[src/rtl/mic_pkg.sv]
package mic_pkg;
  localparam int NBITS = 7;

  // Status and enable bit positions.
  localparam int B_RD_OOB = 0;
  localparam int B_WR_OOB = 1;
  localparam int B_STORED = 4;
  localparam int B_DROP   = 5;
  localparam int B_PW_ERR = 6;

  localparam logic [NBITS-1:0] IMPL_MASK = 7'b111_0011;

  // Register byte offsets.
  localparam int OFS_STATUS  = 'h10080;
  localparam int OFS_ENABLE  = 'h10084;
  localparam int OFS_PAYLOAD = 'h10088;

  typedef logic [NBITS-1:0] evbits_t;
endpackage

[src/rtl/mic_sticky_bits.sv]
module mic_sticky_bits
  import mic_pkg::*;
#(
  parameter int W = NBITS,
  parameter logic [W-1:0] MASK = IMPL_MASK
) (
  input  logic         clk,
  input  logic         rst_n,
  input  logic [W-1:0] set_i,
  input  logic [W-1:0] clr_i,
  output logic [W-1:0] sts_o
);
  for (genvar i = 0; i < W; i++) begin : g_bit
    if (MASK[i]) begin : g_impl
      logic q;
      always_ff @(posedge clk) begin
        if (!rst_n)        q <= 1'b0;
        else if (set_i[i]) q <= 1'b1;
        else if (clr_i[i]) q <= 1'b0;
      end
      assign sts_o[i] = q;


      sticky_set_chk: assert property (@(posedge clk) disable iff (!rst_n)
        set_i[i] |=> sts_o[i]);

      set_wins_chk: assert property (@(posedge clk) disable iff (!rst_n)
        (set_i[i] && clr_i[i]) |=> sts_o[i]);

      w1c_chk: assert property (@(posedge clk) disable iff (!rst_n)
        (clr_i[i] && !set_i[i]) |=> !sts_o[i]);

      hold_chk: assert property (@(posedge clk) disable iff (!rst_n)
        (!clr_i[i] && !set_i[i] && sts_o[i]) |=> sts_o[i]);
    end else begin : g_rsvd
      assign sts_o[i] = 1'b0;
    end
  end
endmodule

[src/rtl/mic_pw_slot.sv]
module mic_pw_slot #(
  parameter int DATA_W = 32
) (
  input  logic              clk,
  input  logic              rst_n,
  input  logic              in_valid,
  input  logic [DATA_W-1:0] in_data,
  input  logic              rx_en,
  input  logic              take_i,
  output logic [DATA_W-1:0] data_o,
  output logic              stored_o,
  output logic              dropped_o
);
  logic              full_q;
  logic [DATA_W-1:0] data_q;
  logic              room;
  logic              accept;

  // A read in this cycle empties the slot before the new beat is judged.
  assign room      = !full_q || take_i;
  assign accept    = in_valid && rx_en && room;
  assign stored_o  = accept;
  assign dropped_o = in_valid && !accept;
  assign data_o    = data_q;

  always_ff @(posedge clk) begin
    if (!rst_n) begin
      full_q <= 1'b0;
      data_q <= '0;
    end else begin
      if (accept)      full_q <= 1'b1;
      else if (take_i) full_q <= 1'b0;
      if (accept) data_q <= in_data;
    end
  end


  rx_off_drop_chk: assert property (@(posedge clk) disable iff (!rst_n)
    (in_valid && !rx_en) |-> (dropped_o && !stored_o));

  full_drop_chk: assert property (@(posedge clk) disable iff (!rst_n)
    (in_valid && full_q && !take_i) |-> !stored_o);

  keep_data_chk: assert property (@(posedge clk) disable iff (!rst_n)
    (full_q && !take_i) |=> $stable(data_q));

  same_cycle_take_chk: assert property (@(posedge clk) disable iff (!rst_n)
    (in_valid && rx_en && take_i) |-> (stored_o && !dropped_o));

  fill_chk: assert property (@(posedge clk) disable iff (!rst_n)
    stored_o |=> full_q);
endmodule

[src/rtl/mnt_irq_ctrl.sv]
module mnt_irq_ctrl
  import mic_pkg::*;
#(
  parameter int ADDR_W = 20,
  parameter int REG_W  = 32
) (
  input  logic              clk,
  input  logic              rst_n,
  input  logic              reg_wr,
  input  logic              reg_rd,
  input  logic [ADDR_W-1:0] reg_addr,
  input  logic [REG_W-1:0]  reg_wdata,
  output logic [REG_W-1:0]  reg_rdata,
  input  logic              pw_valid,
  output logic              pw_ready,
  input  logic [REG_W-1:0]  pw_data,
  input  logic              pw_rx_en,
  input  logic              pw_err,
  input  logic              mnt_rd_req,
  input  logic              mnt_wr_req,
  input  logic              win_hit,
  output logic              irq
);
  localparam logic [ADDR_W-1:0] A_STS = ADDR_W'(OFS_STATUS);
  localparam logic [ADDR_W-1:0] A_EN  = ADDR_W'(OFS_ENABLE);
  localparam logic [ADDR_W-1:0] A_PL  = ADDR_W'(OFS_PAYLOAD);

  logic       hit_sts, hit_en, hit_pl;
  evbits_t    set_v, clr_v, sts, en_q;
  logic       pw_stored, pw_dropped;
  logic [REG_W-1:0] pl_data;
  logic       unused_wdata_hi;

  assign hit_sts = (reg_addr == A_STS);
  assign hit_en  = (reg_addr == A_EN);
  assign hit_pl  = (reg_addr == A_PL);
  assign unused_wdata_hi = ^reg_wdata[REG_W-1:NBITS];

  assign pw_ready = 1'b1;

  mic_pw_slot #(.DATA_W(REG_W)) u_slot (
    .clk       (clk),
    .rst_n     (rst_n),
    .in_valid  (pw_valid),
    .in_data   (pw_data),
    .rx_en     (pw_rx_en),
    .take_i    (reg_rd && hit_pl),
    .data_o    (pl_data),
    .stored_o  (pw_stored),
    .dropped_o (pw_dropped)
  );

  always_comb begin
    set_v           = '0;
    set_v[B_PW_ERR] = pw_err;
    set_v[B_DROP]   = pw_dropped;
    set_v[B_STORED] = pw_stored;
    set_v[B_WR_OOB] = mnt_wr_req && !win_hit;
    set_v[B_RD_OOB] = mnt_rd_req && !win_hit;
  end

  assign clr_v = (reg_wr && hit_sts) ? (reg_wdata[NBITS-1:0] & IMPL_MASK) : '0;

  mic_sticky_bits #(.W(NBITS), .MASK(IMPL_MASK)) u_sts (
    .clk   (clk),
    .rst_n (rst_n),
    .set_i (set_v),
    .clr_i (clr_v),
    .sts_o (sts)
  );

  always_ff @(posedge clk) begin
    if (!rst_n) begin
      en_q <= '0;
      irq  <= 1'b0;
    end else begin
      if (reg_wr && hit_en) en_q <= reg_wdata[NBITS-1:0] & IMPL_MASK;
      irq <= |(sts & en_q);
    end
  end

  always_comb begin
    reg_rdata = '0;
    if (reg_rd) begin
      if (hit_sts)     reg_rdata[NBITS-1:0] = sts;
      else if (hit_en) reg_rdata[NBITS-1:0] = en_q;
      else if (hit_pl) reg_rdata            = pl_data;
    end
  end


  irq_rise_chk: assert property (@(posedge clk) disable iff (!rst_n)
    (|(sts & en_q)) |=> irq);

  irq_fall_chk: assert property (@(posedge clk) disable iff (!rst_n)
    !(|(sts & en_q)) |=> !irq);

  rsvd_zero_chk: assert property (@(posedge clk) disable iff (!rst_n)
    (reg_rd && (hit_sts || hit_en)) |-> (reg_rdata[REG_W-1:NBITS] == '0 && reg_rdata[3:2] == 2'b00));

  oob_rd_chk: assert property (@(posedge clk) disable iff (!rst_n)
    (mnt_rd_req && !win_hit) |=> sts[B_RD_OOB]);

  oob_wr_chk: assert property (@(posedge clk) disable iff (!rst_n)
    (mnt_wr_req && !win_hit) |=> sts[B_WR_OOB]);
endmodule

[config.mk]
export PLATFORM = sky130hd
export DESIGN_NAME = mnt_irq_ctrl
export DESIGN_NICKNAME = d
export VERILOG_FILES = /design/src/rtl/mic_pkg.sv /design/src/rtl/mic_sticky_bits.sv /design/src/rtl/mic_pw_slot.sv /design/src/rtl/mnt_irq_ctrl.sv
export SDC_FILE = /design/constraint.sdc
export NUM_CORES = 1
export LEC_CHECK = 0
export ABC_AREA = 1
export CORE_ASPECT_RATIO = 1.75
export CORE_MARGIN = 1
export CORE_UTILIZATION = 38
export CTS_CLUSTER_DIAMETER = 30
export DETAILED_ROUTE_END_ITERATION = 16
export GPL_ROUTABILITY_DRIVEN = 1
export GPL_TIMING_DRIVEN = 0
export PLACE_DENSITY = 0.81
export SLEW_MARGIN = 0
export SYNTH_ARGS = -nofsm -noshare
export SYNTH_HDL_FRONTEND = slang
export SYNTH_SLANG_ARGS = --single-unit
[constraint.sdc]
create_clock -name clk -period 2.7 [get_ports clk]
set_clock_uncertainty 0.05 [all_clocks]
set_input_delay 0.675 -clock clk [delete_from_list [all_inputs] [get_ports clk]]
set_output_delay 0.675 -clock clk [all_outputs]
set_load 0.02 [all_outputs]
After elaboration in Yosys (flattened, before gate mapping)
Cells that the tools add are included.
W data, S select, Z words.

cells by class
  eq/ne operators = 3
  reduce and logical (&&, ||, !) cells = 19
  bitwise gates (word level) = 1
  mux-type cells = 19

operators with widths
  cell                    number
  $mux W32                2
  $eq A20 B17 Y1 const B  3
  $mux W25                2
  $mux W7                 3
  $mux W1                 12
  $reduce_bool A2 Y1      6
  $logic_and A1 B1 Y1     8
  $and A7 B7 Y7           1
  $reduce_or A7 Y1        1
  $logic_not A1 Y1        3
  $logic_or A1 B1 Y1      1

storage, ports and cells
  word-level logic and storage cells = 51
  output and inout port bits = 34
  input port bits = 94
  bits in registers = 44

Logic depth before layout (Yosys ltp)
  depth in word-level cells = 7
  mapped depth = 10
  depth with buffers taken out = 9

By module
From an unflattened synthesis, not the netlist that was laid out.

second synthesis, totals
  cell total of the unflattened synthesis = 449
  area, all modules = 2,902.8 µm²

modules (own cells, without submodules)
  module           cells an instance  area each (µm²)  sequential area each (µm²)  instances
  mic_pw_slot      218                1,502.7          660.6                       1
  mnt_irq_ctrl     197                1,158.6          120.1                       1
  mic_sticky_bits  34                 241.5            100.1                       1

Worst setup path after synthesis
OpenSTA, ideal clock, no wires.

  kind = input-to-output
  from = input port reg_addr[1]
  to = output port reg_rdata[11]
  required time = 1.975 ns
  buffers on the path = 1
  data arrival time = 1.800 ns
  stages on the path = 7
  slack = 0.175 ns
  path through = or2_1 nor2_2 inv_1 nor2_4 nand2_4 buf_6 nor2_1

on the way
  longest elaborated chain between the ends = 5
  elaborated cells between the ends (all ways) = 7
  those cells by class = 3 x eq/ne; 4 x mux

RTL lines
  what             line                source
  start, declared  mnt_irq_ctrl.sv:11  input logic [ADDR_W-1:0] reg_addr,
  $eq A20 B17 Y1   mnt_irq_ctrl.sv:36  assign hit_pl = (reg_addr == A_PL);
  $mux W32         mnt_irq_ctrl.sv:87  else if (hit_pl) reg_rdata = pl_data;
  $mux W25         mnt_irq_ctrl.sv:86  else if (hit_en) reg_rdata[NBITS-1:0] = en_q;
  $mux W25 (*)     mnt_irq_ctrl.sv:85  if (hit_sts) reg_rdata[NBITS-1:0] = sts;
  $mux W32 (*)     mnt_irq_ctrl.sv:84  if (reg_rd) begin
  end, declared    mnt_irq_ctrl.sv:13  output logic [REG_W-1:0] reg_rdata,

Every way passes the cells marked *; elsewhere a longest branch is shown, timed or not.

Final worst setup path
  from = input port reg_addr[6]
  to = output port reg_rdata[1]

on the way
  longest elaborated chain between the ends = 5
  elaborated cells between the ends (all ways) = 7
  those cells by class = 3 x eq/ne; 4 x mux

RTL lines
  what            line
  $eq A20 B17 Y1  mnt_irq_ctrl.sv:36
  $mux W32        mnt_irq_ctrl.sv:87
  $mux W7         mnt_irq_ctrl.sv:86
  $mux W7 (*)     mnt_irq_ctrl.sv:85
  $mux W32 (*)    mnt_irq_ctrl.sv:84

Marks and branches as above.

==> impl_metrics.env <==
export IMPL_gp_congestion=0.826
export IMPL_reg2reg_to="irq"
export IMPL_met3_usage_pct=5.06
export IMPL_max_cap_viol_count=0
export IMPL_cp_end_kind="output port"
export IMPL_fin_nets=554
export IMPL_drcViolationCount=0
export IMPL_slew_headroom_pct=63.3
export IMPL_cts_htree_levels=2
export IMPL_grt_antenna_before_repair=0
export IMPL_fin_ws_ns=-0.0231
export IMPL_yosysWarnings=0
export IMPL_crit_type="input port to output port"
export IMPL_clk_pin_slew_ns=0.08
export IMPL_netlist_area_sq_um=2190
export IMPL_cpPeakStageDelay_ns=0.19
export IMPL_worstPathArrival_ns=2.00
export IMPL_status="finished, violations left"
export IMPL_routed_wl_um=8160
export IMPL_hold_class="flop to flop"
export IMPL_place_area_sq_um=3270
export IMPL_syn_num_nets=409
export IMPL_vdd_ir_drop_max_v=0.000327
export IMPL_ctsLongestPathBuffers=2
export IMPL_hold_viol=0
export IMPL_synth_cells=315
export IMPL_min_period_ns=2.72
export IMPL_crit_chain="buf_2, nor2_2, nand2_2, nor2_4, nand2_2, buf_4, nor2_4, a21oi_1, a21oi_2, buf_4"
export IMPL_power_total_mw=1.38
export IMPL_crit_start="reg_addr[6]"
export IMPL_synth_seq_cells=44
export IMPL_finalCritPeriodShare_pct=101
export IMPL_synth_distinct_cells=24
export IMPL_grt_start_max_net_pins=13
export IMPL_row_count=36
export IMPL_diodes=0
export IMPL_layout_commonest_cell="nand2_1"
export IMPL_clk_latency_ns=0.29
export IMPL_core_sq_um=5540
export IMPL_drt_iter0_markers=100
export IMPL_drv_slew=0
export IMPL_stdcell_count=536
export IMPL_crit_slowest_cell="a21oi_2"
export IMPL_setup_violations_final=7
export IMPL_gr_usage_met1_pct=25.0
export IMPL_nFillCells=425
export IMPL_io_pins=128
export IMPL_vias=2786
export IMPL_grt_setup_unrepaired="yes"
export IMPL_p_per_area_nw_per_um2=351
export IMPL_cp_max_fo=3
export IMPL_rrSetupSlack_ns=1.58
export IMPL_die_h_um=102
export IMPL_dpl_cell_count=490
export IMPL_r2r_cells=3
export IMPL_io_buffer_count=99
export IMPL_avgSynthCellArea_sq_um=6.94
export IMPL_max_freq_ghz=0.367
export IMPL_layout_common_cells="70 x nand2_1, 51 x a21oi_1, 46 x clkdlybuf4s50_1"
export IMPL_worstHoldPathCells=2
export IMPL_root_buffer="clkbuf_8"
export IMPL_final_util_pct=71.0
export IMPL_wl_per_cell_um=15.2
export IMPL_area_growth_pct=79.7
export IMPL_grt_pass1_wl_um=11500
export IMPL_track_usage_pct=25.2
export IMPL_cp_start_kind="input port"
export IMPL_initial_core_util_pct=39.5
export IMPL_met2_usage_pct=44.8
export IMPL_die_area_sq_um=6080
export IMPL_required_ns=1.98
export IMPL_violations="negative setup slack"
export IMPL_tritoncts="built"
export IMPL_die_w_um=59.4
export IMPL_vias_per_cell=5.20
export IMPL_overflow=0
export IMPL_busiest_layer="met2"
export IMPL_drive_gt1_share_pct=39.1
export IMPL_cts_buffers=5
export IMPL_grt_pass1_vias=2604
export IMPL_worst_slew_pin_slew_ns=0.551
export IMPL_ys_seq_area_share_pct=40.3
export IMPL_ant_nets=0
export IMPL_cts_sinks=44
export IMPL_hpwl_um=4760
export IMPL_leakage_nw=1.50
export IMPL_hold_end="u_slot.data_o[20]"
export IMPL_min_delay_start="u_slot.data_o[20]"
export IMPL_drtPass1Iterations=5
export IMPL_design_area_sq_um=3930
export IMPL_r2r_start="u_sts.g_bit[1].g_impl.q"
layer usage:
| metal | up-vias | wire length [um] |
|---|---|---|
| met5 | - | 0 |
| met4 | 0 | 452 |
| met3 | 44 | 432 |
| met2 | 136 | 4550 |
| met1 | 1281 | 2730 |
| li1 | 1325 | - |
through the flow:
stage                     worst slack [ns]  hold WS, ns  setup TNS [ns]
after floorplan                      0.175        0.387               0
after global placement              -0.799        0.397          -24.04
after detailed placement            -0.847        0.403          -25.07
after CTS                          -0.0194        0.415         -0.0675
after global routing               -0.0509        0.425          -0.754
final                              -0.0231        0.412         -0.0567
cells in the mapped netlist (all sizes together):
master,n,area [sq um]
conb,1,3.75
a21oi,54,274
nand3,41,205
nand2,82,338
a221oi,1,8.76
nor2,47,201
nand4,1,12.5
clkbuf,4,15.0
or2,1,6.26
o21ai,10,50.1
buf,15,134
dfxtp,44,881
inv,12,45.0
clkinv,1,3.75
a22o,1,8.76
flip-flops by register name, summed over array words and instances (netlist names):
register / flops
u_slot.full_q: 1
irq: 1
en_q: 5
u_slot.data_o: 32
u_sts.g_bit.g_impl.q: 5
where the power goes:
part           internal, mW  switching [mW]  leakage [nW]
sequential            0.677          0.0192         0.360
combinational         0.127           0.116          1.09
clock                 0.228           0.214        0.0503
total                  1.03           0.349          1.50
worst max-delay path, delay by kind of cell:
| kind | cells | cell delay (ns) |
|---|---|---|
| AO/OA/AOI/OAI | 2 | 0.29 |
| AND/OR/NAND/NOR | 5 | 0.59 |
| buffers and inverters | 3 | 0.44 |
layout make-up:
type	instances	area, sq um	area share, %
tap	76	95.1	2.42
buffer	19	175	4.46
timing repair buffer	137	1220	31.0
clock buffer	7	96.3	2.45
inverter	13	51.3	1.30
multi-input combinational	240	1410	36.0
sequential	44	881	22.4
how the worst max path moves through the flow:
stage / slack [ns] / cells past startpoint / end
after global placement: -0.80 / 9 / reg_rdata[30]
final: -0.02 / 10 / reg_rdata[1]
after floorplan: 0.18 / 7 / reg_rdata[11]
after global routing: -0.05 / 9 / reg_rdata[31]
after detailed placement: -0.85 / 9 / reg_rdata[30]
after CTS: -0.02 / 9 / reg_rdata[30]
cells by family (layout without fill, tap and decap cells):
logic type             count (synthesis)  after routing  share of synthesized area, %
AND/OR/NAND/NOR                      172            173                          34.9
other                                  1              1                         0.171
flip-flops                            44             44                          40.3
buffers and inverters                 32            176                          9.04
AO/OA/AOI/OAI                         66             66                          15.6
repair_timing:
action / in CTS / in global routing
buffers inserted: 30 / 4
pin swaps: 24 / 41
hold buffers: 0 / 0
resized for setup: 225 / 116
endpoints found under the setup margin: 32 / 32
gates cloned: 4 / 1
(Power assumes the default switching activity.)
